<file path="config.mk">
export PLATFORM = sky130hd
export DESIGN_NAME = fsp_status_unit
export DESIGN_NICKNAME = d
export VERILOG_FILES = /design/src/rtl/fsp_pkg.sv /design/src/rtl/fsp_lock_map.sv /design/src/rtl/fsp_state.sv /design/src/rtl/fsp_status_unit.sv
export SDC_FILE = /design/constraint.sdc
export NUM_CORES = 1
export LEC_CHECK = 0
export ABC_CLOCK_PERIOD_IN_PS = 1600
export BUFFER_PORTS_ARGS = -buffer_cell sky130_fd_sc_hd__buf_4
export CORE_MARGIN = 2
export CORE_UTILIZATION = 34
export CTS_CLUSTER_DIAMETER = 200
export CTS_CLUSTER_SIZE = 30
export DETAILED_ROUTE_END_ITERATION = 16
export PLACE_DENSITY = 0.79
export SLEW_MARGIN = 25
export SYNTH_ARGS = -nofsm -noshare
export SYNTH_HDL_FRONTEND = slang
export SYNTH_SLANG_ARGS = --single-unit
</file>
<file path="constraint.sdc">
create_clock -name clk -period 1.6 [get_ports clk]
set_input_delay 0.16 -clock clk [delete_from_list [all_inputs] [get_ports clk]]
set_output_delay 0.16 -clock clk [all_outputs]
set_load 0.02 [all_outputs]
</file>
<file path="src/rtl/fsp_pkg.sv">
package fsp_pkg;

    typedef struct packed {
        logic       wpen;      // protect-enable
        logic [1:0] lvl;       // block-protect level
        logic       wel;       // write-enable latch
        logic       busy;      // internal cycle running
        logic       pend;      // status write armed, awaiting commit
        logic       pend_wpen;
        logic [1:0] pend_lvl;
    } fsp_state_t;

    localparam fsp_state_t FSP_RESET = '0;

    // Lock decision from the two top address bits and the protect level.
    function automatic logic lvl_locks(input logic [1:0] lvl, input logic [1:0] top2);
        logic r;
        case (lvl)
            2'd0:    r = 1'b0;
            2'd1:    r = (top2 == 2'b11);
            2'd2:    r = top2[1];
            default: r = 1'b1;
        endcase
        return r;
    endfunction

    function automatic logic [7:0] fmt_status(input fsp_state_t s);
        return s.busy ? 8'hFF : {s.wpen, 3'b000, s.lvl, s.wel, 1'b0};
    endfunction

endpackage

</file>
<file path="src/rtl/fsp_lock_map.sv">
module fsp_lock_map
    import fsp_pkg::*;
(
    input  logic [1:0] lvl_i,
    input  logic [1:0] top2_i,
    output logic       open_o
);
    always_comb begin
        open_o = ~lvl_locks(lvl_i, top2_i);
    end

    always_comb begin
        if (lvl_i == 2'd3) a_r4_full_lock: assert (!open_o);
        if (lvl_i == 2'd0) a_r4_no_lock:   assert (open_o);
    end
endmodule

</file>
<file path="src/rtl/fsp_state.sv">
module fsp_state
    import fsp_pkg::*;
(
    input  logic       clk,
    input  logic       rst_n,
    input  logic       wp_n_i,
    input  logic       wren_i,
    input  logic       wrdi_i,
    input  logic       sr_load_i,
    input  logic       ld_wpen_i,
    input  logic [1:0] ld_lvl_i,
    input  logic       sr_commit_i,
    input  logic       arr_start_i,
    input  logic       addr_open_i,
    input  logic       done_i,
    output fsp_state_t st_o,
    output logic       hw_prot_o
);
    fsp_state_t st_d, st_q;
    logic       hw;

    always_comb begin
        st_d = st_q;
        hw   = st_q.wpen & ~wp_n_i;
        if (st_q.busy) begin
            st_d.pend = 1'b0;
            if (done_i) begin
                st_d.busy = 1'b0;
                st_d.wel  = 1'b0;
            end
        end else begin
            if (wren_i) st_d.wel = 1'b1;
            if (wrdi_i) st_d.wel = 1'b0;
            if (sr_load_i) begin
                st_d.pend      = st_q.wel & ~hw;
                st_d.pend_wpen = ld_wpen_i;
                st_d.pend_lvl  = ld_lvl_i;
            end else if (hw) begin
                st_d.pend = 1'b0;
            end
            if (sr_commit_i) begin
                st_d.pend = 1'b0;
                if (st_q.pend && st_q.wel && !hw) begin
                    st_d.wpen = st_q.pend_wpen;
                    st_d.lvl  = st_q.pend_lvl;
                    st_d.busy = 1'b1;
                end
            end
            if (arr_start_i && st_q.wel && addr_open_i) st_d.busy = 1'b1;
        end
    end

    always_ff @(posedge clk or negedge rst_n) begin
        if (!rst_n) st_q <= FSP_RESET;
        else        st_q <= st_d;
    end

    assign st_o      = st_q;
    assign hw_prot_o = hw;

    a_r11_start_needs_wel: assert property (@(posedge clk) disable iff (!rst_n)
        $rose(st_q.busy) |-> $past(st_q.wel));
    a_r12_done_clears: assert property (@(posedge clk) disable iff (!rst_n)
        (st_q.busy && done_i) |=> (!st_q.busy && !st_q.wel));
    a_r7_hw_blocks_sr: assert property (@(posedge clk) disable iff (!rst_n)
        (!st_q.busy && hw) |=> $stable({st_q.wpen, st_q.lvl}));
    a_r13_busy_ignores: assert property (@(posedge clk) disable iff (!rst_n)
        (st_q.busy && !done_i) |=> (st_q.busy && $stable(st_q.wel) && $stable({st_q.wpen, st_q.lvl})));
    a_r11_locked_dropped: assert property (@(posedge clk) disable iff (!rst_n)
        (!st_q.busy && arr_start_i && !addr_open_i && !sr_commit_i) |=> !st_q.busy);
endmodule

</file>
<file path="src/rtl/fsp_status_unit.sv">
module fsp_status_unit
    import fsp_pkg::*;
#(
    parameter int ADDR_W = 17
) (
    input  logic              clk,
    input  logic              rst_n,
    input  logic              wp_n_i,
    input  logic              wren_i,
    input  logic              wrdi_i,
    input  logic              sr_load_i,
    input  logic [7:0]        sr_data_i,
    input  logic              sr_commit_i,
    input  logic              arr_start_i,
    input  logic [ADDR_W-1:0] addr_i,
    input  logic              cycle_done_i,
    output logic [7:0]        status_o,
    output logic              busy_o,
    output logic              wel_o,
    output logic              addr_open_o,
    output logic              sr_ok_o
);
    localparam int TOP_HI = ADDR_W - 1;
    localparam int TOP_LO = ADDR_W - 2;

    fsp_state_t st;
    logic       hw_prot;
    logic       unused_bits;

    assign unused_bits = ^{sr_data_i[6:4], sr_data_i[1:0], addr_i[TOP_LO-1:0]};

    fsp_lock_map u_map (
        .lvl_i  (st.lvl),
        .top2_i (addr_i[TOP_HI:TOP_LO]),
        .open_o (addr_open_o)
    );

    fsp_state u_state (
        .clk         (clk),
        .rst_n       (rst_n),
        .wp_n_i      (wp_n_i),
        .wren_i      (wren_i),
        .wrdi_i      (wrdi_i),
        .sr_load_i   (sr_load_i),
        .ld_wpen_i   (sr_data_i[7]),
        .ld_lvl_i    (sr_data_i[3:2]),
        .sr_commit_i (sr_commit_i),
        .arr_start_i (arr_start_i),
        .addr_open_i (addr_open_o),
        .done_i      (cycle_done_i),
        .st_o        (st),
        .hw_prot_o   (hw_prot)
    );

    always_comb begin
        status_o = fmt_status(st);
        busy_o   = st.busy;
        wel_o    = st.wel;
        sr_ok_o  = st.wel & ~st.busy & ~hw_prot;
    end

    a_r3_busy_all_ones: assert property (@(posedge clk) disable iff (!rst_n)
        busy_o |-> (status_o == 8'hFF));
    a_r2_idle_zero_bits: assert property (@(posedge clk) disable iff (!rst_n)
        !busy_o |-> (status_o[6:4] == 3'b000 && status_o[0] == 1'b0));
endmodule

</file>
==> impl_metrics.py <==
metrics = {
    "outcome": {
        "status": "completed",
    },
    "floorplan": {
        "io_pins": 46,
        "start_util": 0.364,
        "die_h_um": 41.3,
        "rows": 13,
        "die-area_um2": 1710,
        "core_um2": 1300,
        "dieWidth_um": 41.3,
    },
    "setup_path": {
        "arrival_ns": 1.25,
        "path_class": "flip-flop to primary output",
        "startpoint_type": "flip-flop",
        "worstPathRequired_ns": 1.44,
        "endpoint_kind": "primary output",
        "cp_max_fo": 14,
    },
    "detailed_routing": {
        "vias": 380,
        "wl_per_cell_um": 10.5,
        "drtIter0Drc": 0,
        "dr.pass1.iters": 1,
        "drtAntennaViolNets": 0,
        "drcViolationCount": 0,
        "wirelength_um": 854,
        "viasPerCell": 4.69,
    },
    "yosys": {
        "synth_nets": 73,
        "yosys_warnings": 0,
        "async_reset_ff_frac": 1.00,
        "synthTopCellsByArea": "dfrtp_1 47%, mux2_2 14%, buf_4 6.3%",
        "syn-cell-area_um2": 474,
        "ys_types": 17,
        "syn_avg_cell_area_um2": 12.2,
        "synth_edf_count": 0,
        "ys_seq_area_frac": 0.475,
        "synth-seq-cells": 9,
        "synthTopCellsByCount": "9 x dfrtp_1, 6 x mux2_2, 4 x buf_4, 4 x or2_2, 3 x and2b_1",
        "synth_flop_cell": "dfrtp_1",
        "yosysMostFrequentCell": "dfrtp_1",
        "yosysTopAreaCell": "dfrtp_1",
        "netlist.area_leader.share": 0.475,
        "synthCells": 39,
    },
    "clocking": {
        "clk_latency_ns": 0.25,
        "htree_levels": 1,
        "cts_setup_buffers": 0,
        "numCtsBuffers": 3,
        "clkSinkCount": 9,
        "clk_path_buf_depth": 2,
        "clockRootBuffer": "clkbuf_4",
        "clkTransAtPathRegs_ns": 0.06,
        "cts_tree": "built",
    },
    "timing": {
        "worst_pin_slew_ns": 0.260,
        "hold_viol": 0,
        "relSlewSlack": 0.826,
        "drv_slew": 0,
        "setup-tns-final_ns": 0,
        "fin_ws_ns": 0.187,
        "rsz0062_at_grt": "no",
        "hold_ws_ns": 0.0748,
        "fmax_ghz": 0.708,
        "period_minus_slack_ns": 1.41,
        "period_share": 0.883,
        "setup_violations": 0,
        "clock_skew_ns": 0.000854,
    },
    "finish": {
        "antenna_cells": 0,
        "finalNetCount": 101,
        "multi_input_area_um2": 219,
        "seqCellArea_um2": 225,
        "largest_register_ffs": 9,
        "final_cells": 81,
        "synthToLayoutAreaGrowth_pct": 46.4,
        "drive_gt1_frac": 0.636,
        "final_area_um2": 694,
        "fill_cells": 130,
    },
    "placed_design": {
        "placed_area_um2": 658,
        "gp_congestion": 0.690,
        "preCtsSetupSlack_ns": 0.254,
        "numPortBuffers": 25,
        "dpl.cell_count": 76,
        "hpwlAfterDp_um": 720,
    },
    "grt": {
        "grt_antenna_before_repair": 0,
        "grt_pass1_vias": 316,
        "grt_max_degree": 15,
        "overflow": 0,
        "grt_usage": 0.107,
        "grt_pass1_wl_um": 1200,
    },
    "run": {
        "maxCapViolations": 0,
    },
    "power_and_ir_drop": {
        "power_density_nw_per_um2": 1870,
        "vdd_drop_max_mv": 0.908,
        "leakage_nw": 0.355,
    },
    "hold_path": {
        "hold_path_class": "primary input to flip-flop",
    },
}
-- per-layer routing --
| layer | wire [um] | global-route usage | vias up |
|---|---|---|---|
| met4 | 4 | 0.0242 | 0 |
| met1 | 312 | 0.119 | 175 |
| li1 | - | - | 188 |
| met3 | 75 | 0.0160 | 2 |
| met5 | 0 | 0 | - |
| met2 | 460 | 0.211 | 15 |
-- cell usage in the layout, fill, tap and decap left out, types with 2 or more instances in the layout --
cell | synthesis | layout
nor2_1 | 2 | 2
dfrtp_1 | 9 | 9
clkbuf_4 | 0 | 3
buf_4 | 4 | 26
mux2_2 | 6 | 6
or2_2 | 4 | 4
and2b_1 | 3 | 3
-- area by class of cell --
type,count,share of cell area
multi-input cells,26,0.315
flip-flops and latches,9,0.324
well taps,15,0.0270
repair buffers,27,0.295
clock buffers,4,0.0378
-- path summary, 6_finish.rpt --
check / from / to / slack [ns] / cells after the start
min reg2reg: u_state.st_o[2] / u_state.st_o[8] / 0.50 / 1
max: u_state.st_o[4] / status_o[7] / 0.19 / 3
min: sr_commit_i / u_state.st_o[3] / 0.07 / 2
min in group asynchronous: rst_n / u_state.st_o[5] / 0.27 / 2
max reg2reg: u_state.st_o[8] / u_state.st_o[6] / 0.26 / 3
max in group asynchronous: rst_n / u_state.st_o[4] / 1.21 / 2
-- power breakdown --
group          internal, mW  switching [mW]
clock                0.0956          0.0707
sequential            0.311          0.0577
combinational         0.385           0.376
-- critical path, stage by stage (launching register included) --
cell and delay [ns]:
dfrtp_1 0.38, buf_4 0.18, or2_2 0.30, buf_4 0.16
-- stage by stage --
step	total power, mW	utilization
after floorplan	0.883	-
after global placement	1.13	0.506
after detailed placement	1.14	0.506
after CTS	1.32	0.534
after global routing	1.38	0.534
final	1.30	0.534
-- kinds of logic (layout without fill, tap and decap cells) --
family,Yosys count,in the layout,synth area share
DFF,9,9,0.475
and+or+nand+nor,15,15,0.227
muxes,7,7,0.164
buffers and inverters,4,31,0.0633
AOI/OAI and AO/OA,4,4,0.0713
-- repair_timing --
item | 4_1_cts | 5_1_grt
hold buffers | 1 | 0
endpoints found under the hold margin | 9 | 0
resized for setup | 0 | 0
(Power assumes the default switching activity.)
